===== src/rtl/mwa_pkg.sv =====
package mwa_pkg;
  // strobes the receive control hands to the receive datapath
  typedef struct packed {
    logic wordEmit;  // current beat closes a word that must be delivered
  } mwaStrobe_t;

  typedef enum logic {
    ST_SEARCH = 1'b0,
    ST_LOCKED = 1'b1
  } mwaState_t;
endpackage


===== src/rtl/mwa_tx_marker.sv =====
module mwa_tx_marker #(
  parameter int BEAT_W = 40
) (
  input  logic                  clk,
  input  logic                  rstN,
  input  logic                  markEn,
  input  logic [2*BEAT_W-1:0]   txWord,
  input  logic                  txValid,
  output logic [2*BEAT_W-1:0]   txMarked,
  output logic                  txMarkedValid
);
  localparam int WORD_W = 2 * BEAT_W;
  localparam int MARK_HI = WORD_W - 1;
  localparam int MARK_LO = BEAT_W - 1;

  logic [WORD_W-1:0] markedNext;

  always_comb begin
    markedNext = txWord;
    if (markEn) begin
      markedNext[MARK_HI] = 1'b1;
      markedNext[MARK_LO] = 1'b0;
    end
  end

  always_ff @(posedge clk) begin
    if (!rstN) begin
      txMarked      <= '0;
      txMarkedValid <= 1'b0;
    end else begin
      txMarkedValid <= txValid;
      if (txValid) txMarked <= markedNext;
    end
  end
endmodule


===== src/rtl/mwa_rx_datapath.sv =====
module mwa_rx_datapath
  import mwa_pkg::*;
#(
  parameter int BEAT_W = 40
) (
  input  logic                  clk,
  input  logic                  rstN,
  input  logic [BEAT_W-1:0]     rxBeat,
  input  logic                  rxBeatValid,
  input  mwaStrobe_t            strobe,
  output logic                  beatParity,
  output logic                  markMatch,
  output logic [2*BEAT_W-1:0]   rxWord,
  output logic                  rxWordValid
);
  localparam int WORD_W = 2 * BEAT_W;
  localparam int MARK_BIT = BEAT_W - 1;

  logic [BEAT_W-1:0] prevBeat;

  // older beat carries the low mark, newer beat the high mark
  assign markMatch = rxBeat[MARK_BIT] & ~prevBeat[MARK_BIT];

  always_ff @(posedge clk) begin
    if (!rstN) begin
      prevBeat    <= '0;
      beatParity  <= 1'b0;
      rxWord      <= '0;
      rxWordValid <= 1'b0;
    end else begin
      rxWordValid <= rxBeatValid & strobe.wordEmit;
      if (rxBeatValid) begin
        prevBeat   <= rxBeat;
        beatParity <= ~beatParity;
        if (strobe.wordEmit) rxWord <= {rxBeat, prevBeat};
      end
    end
  end

  logic [WORD_W-1:0] unusedW;
  assign unusedW = '0;
endmodule


===== src/rtl/mwa_rx_control.sv =====
module mwa_rx_control
  import mwa_pkg::*;
#(
  parameter int LOCK_PAIRS = 4
) (
  input  logic       clk,
  input  logic       rstN,
  input  logic       alignEn,
  input  logic       chkEn,
  input  logic       beatValid,
  input  logic       beatParity,
  input  logic       markMatch,
  output mwaStrobe_t strobe,
  output logic       alignDone
);
  localparam int RUN_W = $clog2(LOCK_PAIRS + 1);
  localparam logic [RUN_W-1:0] LAST_RUN = RUN_W'(LOCK_PAIRS - 1);

  mwaState_t        state;
  logic [RUN_W-1:0] runCnt;
  logic             candPar;
  logic             lockPar;
  logic             onLockPhase;
  logic             violation;
  logic             wordBeat;

  assign onLockPhase = (state == ST_LOCKED) && (beatParity == lockPar);
  assign violation   = alignEn && beatValid && onLockPhase && chkEn && !markMatch;
  assign wordBeat    = beatValid && (alignEn ? onLockPhase : beatParity);
  assign strobe.wordEmit = wordBeat && !violation;
  assign alignDone   = (state == ST_LOCKED);

  always_ff @(posedge clk) begin
    if (!rstN || !alignEn) begin
      state   <= ST_SEARCH;
      runCnt  <= '0;
      candPar <= 1'b0;
      lockPar <= 1'b0;
    end else if (beatValid) begin
      case (state)
        ST_SEARCH: begin
          if (markMatch) begin
            if (runCnt != '0 && beatParity == candPar) begin
              if (runCnt == LAST_RUN) begin
                state   <= ST_LOCKED;
                lockPar <= beatParity;
                runCnt  <= '0;
              end else begin
                runCnt <= runCnt + 1'b1;
              end
            end else begin
              candPar <= beatParity;
              runCnt  <= RUN_W'(1);
            end
          end else if (beatParity == candPar) begin
            runCnt <= '0;
          end
        end
        ST_LOCKED: begin
          if (violation) begin
            state  <= ST_SEARCH;
            runCnt <= '0;
          end
        end
        default: state <= ST_SEARCH;
      endcase
    end
  end
endmodule


===== src/rtl/mark_word_aligner.sv =====
module mark_word_aligner
  import mwa_pkg::*;
#(
  parameter int BEAT_W     = 40,
  parameter int LOCK_PAIRS = 4
) (
  input  logic                clk,
  input  logic                rstN,
  input  logic                markEn,
  input  logic [2*BEAT_W-1:0] txWord,
  input  logic                txValid,
  output logic [2*BEAT_W-1:0] txMarked,
  output logic                txMarkedValid,
  input  logic                alignEn,
  input  logic                chkEn,
  input  logic [BEAT_W-1:0]   rxBeat,
  input  logic                rxBeatValid,
  output logic [2*BEAT_W-1:0] rxWord,
  output logic                rxWordValid,
  output logic                alignDone
);
  mwaStrobe_t strobe;
  logic       beatParity;
  logic       markMatch;

  mwa_tx_marker #(.BEAT_W(BEAT_W)) tx_i (
    .clk(clk), .rstN(rstN), .markEn(markEn), .txWord(txWord), .txValid(txValid),
    .txMarked(txMarked), .txMarkedValid(txMarkedValid)
  );

  mwa_rx_datapath #(.BEAT_W(BEAT_W)) dp_i (
    .clk(clk), .rstN(rstN), .rxBeat(rxBeat), .rxBeatValid(rxBeatValid),
    .strobe(strobe), .beatParity(beatParity), .markMatch(markMatch),
    .rxWord(rxWord), .rxWordValid(rxWordValid)
  );

  mwa_rx_control #(.LOCK_PAIRS(LOCK_PAIRS)) ctl_i (
    .clk(clk), .rstN(rstN), .alignEn(alignEn), .chkEn(chkEn),
    .beatValid(rxBeatValid), .beatParity(beatParity), .markMatch(markMatch),
    .strobe(strobe), .alignDone(alignDone)
  );
endmodule


===== config.mk =====
export PLATFORM = sky130hd
export DESIGN_NAME = mark_word_aligner
export DESIGN_NICKNAME = d
export VERILOG_FILES = /design/src/rtl/mwa_pkg.sv /design/src/rtl/mwa_tx_marker.sv /design/src/rtl/mwa_rx_datapath.sv /design/src/rtl/mwa_rx_control.sv /design/src/rtl/mark_word_aligner.sv
export SDC_FILE = /design/constraint.sdc
export NUM_CORES = 1
export LEC_CHECK = 0
export ABC_AREA = 1
export CAP_MARGIN = 20
export CORE_MARGIN = 3
export CORE_UTILIZATION = 60
export CTS_BUF_LIST = sky130_fd_sc_hd__clkbuf_4
export CTS_CLUSTER_SIZE = 25
export DETAILED_ROUTE_END_ITERATION = 12
export DONT_BUFFER_PORTS = 1
export GPL_TIMING_DRIVEN = 0
export PLACE_DENSITY = 0.74
export RECOVER_POWER = 50
export SLEW_MARGIN = 20
export SYNTH_ARGS = -nofsm -noshare
export SYNTH_HDL_FRONTEND = slang
export SYNTH_SLANG_ARGS = --single-unit

===== constraint.sdc =====
create_clock -name clk -period 1.56 [get_ports clk]
set_clock_uncertainty 0.05 [all_clocks]
set_input_delay 0.234 -clock clk [delete_from_list [all_inputs] [get_ports clk]]
set_output_delay 0.234 -clock clk [all_outputs]
set_load 0.03 [all_outputs]

# == Word level (Yosys, flattened, before mapping) ==
# Index checks and enable logic that the tools add are counted.
# W data, S select, Z words.
# totals
latch_bits,0
out_inout_bits,163
ff_bits,209
inputBits,127
ram_bits,0
mem_bits_ro,0
n_memories,0
# classes
n_reduce_logical,18
n_lt_le_gt_ge,0
muxes,14
eq_ne,5
div_mod_pow,0
n_addsub,1
n_mul,0
n_bitwise,6
shifts,0
# op_table
cell,n
$mux W3,5
$logic_and A1 B1 Y1,8
$mux W1,7
$pmux W3 S2,1
$reduce_and A5 Y1,1
$logic_not A1 Y1,4
$not A1 Y1,4
$reduce_and A4 Y1,1
$add A3 B1 Y3 const B,1
$eq A3 B2 Y1 const B,1
$ne A3 B1 Y1 const B,1
$reduce_and A3 Y1,1
$reduce_bool A3 Y1,1
$and A1 B1 Y1,2
$eq A1 B1 Y1,2
$ne A2 B2 Y1 const B,1
$pmux W1 S2,1
$reduce_and A2 Y1,1
$logic_or A1 B1 Y1,1

# == Depth between registers and ports, before layout ==
# depth
word_depth,8
mapped_depth,11
mapped_depth_nobuf,9

# == By module ==
# From an unflattened synthesis, not the netlist that was laid out.
# unflattened
hier_cells,1028
hier_area_um2,7579.8
# modules_own_cells
module,cells_each,area_each_um2,seq_area_each_um2,instances
mwa_rx_datapath,617,4500.6,2442.3,1
mwa_tx_marker,343,2653.8,1621.6,1
mwa_rx_control,68,425.4,120.1,1

# == Worst setup path after synthesis ==
# OpenSTA, ideal clock, no wires.
# synth_path
path_type,register to register
startpoint,"reg ctl_i.state, in the netlist ctl_i.alignDone"
endpoint,reg dp_i.rxWord[60]
arrival_time_ns,1.408
n_path_buf,2
path_stages_with_launch,10
required_ns,1.397
path_slack_ns,-0.010
setup_time_ns,0.113
cell_sequence,dfxtp_1 > nand2_1 > nor2_1 > nand2_1 > nand2_1 > nand3_2 > buf_6 > buf_2 > nor2_1 > nor2_1
# synth_between
elab_chain_cells,7
word_cells_on_any_way,9
# synth_rtl
element,line_no,source
"start, declared",mwa_rx_control.sv:19,mwaState_t state;
"start signal, assigned",mwa_rx_control.sv:35,state <= ST_SEARCH;
"start signal, assigned",mwa_rx_control.sv:45,state <= ST_LOCKED;
"start signal, assigned",mwa_rx_control.sv:61,state <= ST_SEARCH;
$logic_and A1 B1 Y1 *,mwa_rx_control.sv:27,assign onLockPhase = (state == ST_LOCKED) && (beatParity == lockPar);
$logic_and A1 B1 Y1 (3 in series),mwa_rx_control.sv:28,assign violation = alignEn && beatValid && onLockPhase && chkEn && !markMatch;
$logic_not A1 Y1,mwa_rx_control.sv:30,assign strobe.wordEmit = wordBeat && !violation;
$logic_and A1 B1 Y1 *,mwa_rx_control.sv:30,
$reduce_and A2 Y1 (no source line) *,--,
"end signal, assigned",mwa_rx_datapath.sv:35,"if (strobe.wordEmit) rxWord <= {rxBeat, prevBeat};"
"end, declared",mwa_rx_datapath.sv:13,"output logic [2*BEAT_W-1:0] rxWord,"
# Every way passes the cells marked *; elsewhere a longest branch is shown, timed or not.
# A chain may end at the register's enable or synchronous reset.

# == Worst setup path in the final report ==
# layout_path
startpoint,"reg ctl_i.state, in the netlist ctl_i.alignDone"
endpoint,reg dp_i.rxWord[49]
# The elaborated chain is that of the path after synthesis.

==> flow_summary.ini <==
[placement]
globalplace.congestion = 0.868
hpwl_um = 15100
dp_cells = 1268
post-place-ws_ps = -153
io_buffer_count = 0

[power]
power_w = 0.0122
p_clk_share_pct = 39.1
swShare_pct = 29.0
leakagePower_nw = 4.85
switching_power_w = 0.00355
ir_worst_vdd_uv = 1070
pwr-share-seq_pct = 51.5
cell_internal_pwr_w = 0.00867
comb_power_share_pct = 9.4
power_density_nw_per_um2 = 1160

[timing]
tns_ps = -343
setup_slack_ps = -42.2
fmaxAchievable_mhz = 624
finalSetupViolations = 24
post-route-period-util_pct = 103
tightestPinTransition_ps = 557
hold_viol = 0
post-route-min-period_ps = 1600
rsz0062_at_grt = yes
relSlewSlack_pct = 62.9
drv_slew = 0
hold_slack_ps = 102

[die]
rows = 40
fp.coreArea_um2 = 12400
die_h_um = 120
ios = 290
dieArea_um2 = 14400
die_w_um = 120
start_util_pct = 63.0

[grt]
grt_pass1_wl_um = 39100
grt_overflow = 0
track_usage_pct = 34.0
antenna_found_initial = 2
grt_pass1_vias = 7790
grt_start_max_net_pins = 14

[drt]
vias_per_cell = 5.21
via_count = 7797
ant_nets = 0
drtPass1Iterations = 5
wire_per_inst_um = 17.5
drt_iter0_markers = 546
routed_wl_um = 26200
drc = 0

[min_path]
hp-class = in -> reg

[yosys]
seq_area_frac_synth_pct = 53.7
synthCells = 1100
synth_seq_cells = 209
synth_area_um2 = 7790
ys_top_cells_by_area = dfxtp_1 (54%), nand2_1 (13%), nor2_1 (12%)
yosys.cell_types.count = 18
ys_warn_count = 0
synth_top_area_share_pct = 53.7
synth_top_area_cell = dfxtp_1
synth_fp_nets = 1229
synth_area_per_cell_um2 = 7.08

[cells_and_area]
layout-drive-gt1-share_pct = 15.1
final_common_cell = nand2_1
nets = 1416
area_growth_syn_to_layout_pct = 35.3
final_cell_mix = nand2_1 (237), nor2_1 (201), dfxtp_1 (201)
fin_cells = 1497

[clock_tree]
clkSinkCount = 209
clock_path_buffers = 3
htree_levels = 2
insertion_delay_ps = 650
cts_tree = built
cts_inserted_buffers = 51
cts-root-buf = clkbuf_4
path_clk_slew_ps = 80

[outcome]
outcome = complete, but fails checks
violations = setup timing

[setup_path]
endpoint_kind = flip-flop
worstSetupStartpointType = flip-flop
required_ps = 2070
critical_path_peak_fanout = 5
cp_data_arrival_time_ps = 2110
criticalPathCategory = reg -> reg

[flow_run]
max_cap_viol_count = 0
cells in the mapped netlist (all sizes together):
cell type	n
nand3	7
o21ai	122
nor2	251
inv	175
clkbuf	36
dfxtp	209
nand2	265
buf	21
nand4	2
a21oi	7
ha	2
clkinv	1
nand3b	1
or2	1
power by group through the flow:
stage	clock network, W	registers [W]	logic [W]
floorplan	0	0.00630	0.000533
global placement	0	0.00637	0.000656
detailed placement	0	0.00638	0.000676
CTS	0.00474	0.00626	0.000993
global route	0.00514	0.00632	0.00127
finish	0.00478	0.00629	0.00115
path summary, 6_finish.rpt:
path | from | endpoint | slack (ps) | cells past startpoint
worst max-delay path | ctl_i.alignDone | dp_i.rxWord[49] | -40 | 10
worst min-delay path | rxBeatValid | dp_i.prevBeat[0] | 100 | 4
worst max register to register | ctl_i.alignDone | dp_i.rxWord[49] | -40 | 10
worst min register to register | ctl_i.runCnt[2] | ctl_i.runCnt[2] | 410 | 2
logic make-up (layout without fill, tap and decap cells):
family	after synthesis	count (layout)	share of synthesized area [%]
flops	209	209	53.7
buf+inv	233	459	12.0
fa+ha+maj	2	2	0.321
compound gates	129	129	8.29
other cells	0	3	0
simple gates	527	527	25.7
sequential cells by signal, summed over array words and instances (netlist names):
signal	count
dp_i.rxWordValid	1
dp_i.prevBeat	40
ctl_i.alignDone	1
tx_i.txMarkedValid	1
dp_i.beatParity	1
ctl_i.candPar	1
ctl_i.runCnt	3
dp_i.rxWord	80
tx_i.txMarked	80
ctl_i.lockPar	1
final cells by class:
| class | instances | area [µm²] |
|---|---|---|
| Antenna cell | 3 | 7.51 |
| Buffer | 56 | 374 |
| Clock buffer | 75 | 563 |
| Clock inverter | 17 | 116 |
| Fill cell | 725 | 1820 |
| Inverter | 176 | 663 |
| Multi-Input combinational cell | 658 | 2980 |
| Sequential cell | 209 | 4200 |
| Tap cell | 168 | 210 |
| Timing Repair Buffer | 135 | 1430 |
per-stage QoR:
step | util, % | area [µm²]
after floorplan | - | 7790
after global placement | 64.7 | 8000
after detailed placement | 64.7 | 8000
after CTS | 81.6 | 10100
after global routing | 85.3 | 10500
final | 85.3 | 10500
critical path, stage by stage (launching register included):
cell       delay, ps
dfxtp_4          440
nand2_4           70
nor2_4           110
nand2_2           70
nand2_2           70
nand3_4          130
buf_6            190
clkbuf_16        150
nand2_1           50
nand2_1           50
nor2_1           130
what timing repair did:
item                                   in CTS  in global routing
resized for setup                          29                124
gates cloned                                1                  4
setup endpoints to repair                  82                100
pin swaps                                   5                 17
hold buffers                              127                  0
endpoints found under the hold margin     167                  0
buffers inserted                            3                  0
layer usage:
metal / global-route usage, % / wire length (µm) / up-vias
met3: 14.7 / 2810 / 144
met4: 22.0 / 1580 / 0
met5: 0 / 0 / -
met2: 58.8 / 12900 / 428
li1: - / - / 3671
met1: 32.8 / 8960 / 3554
No activity file was read; power rests on OpenSTA's default activity.
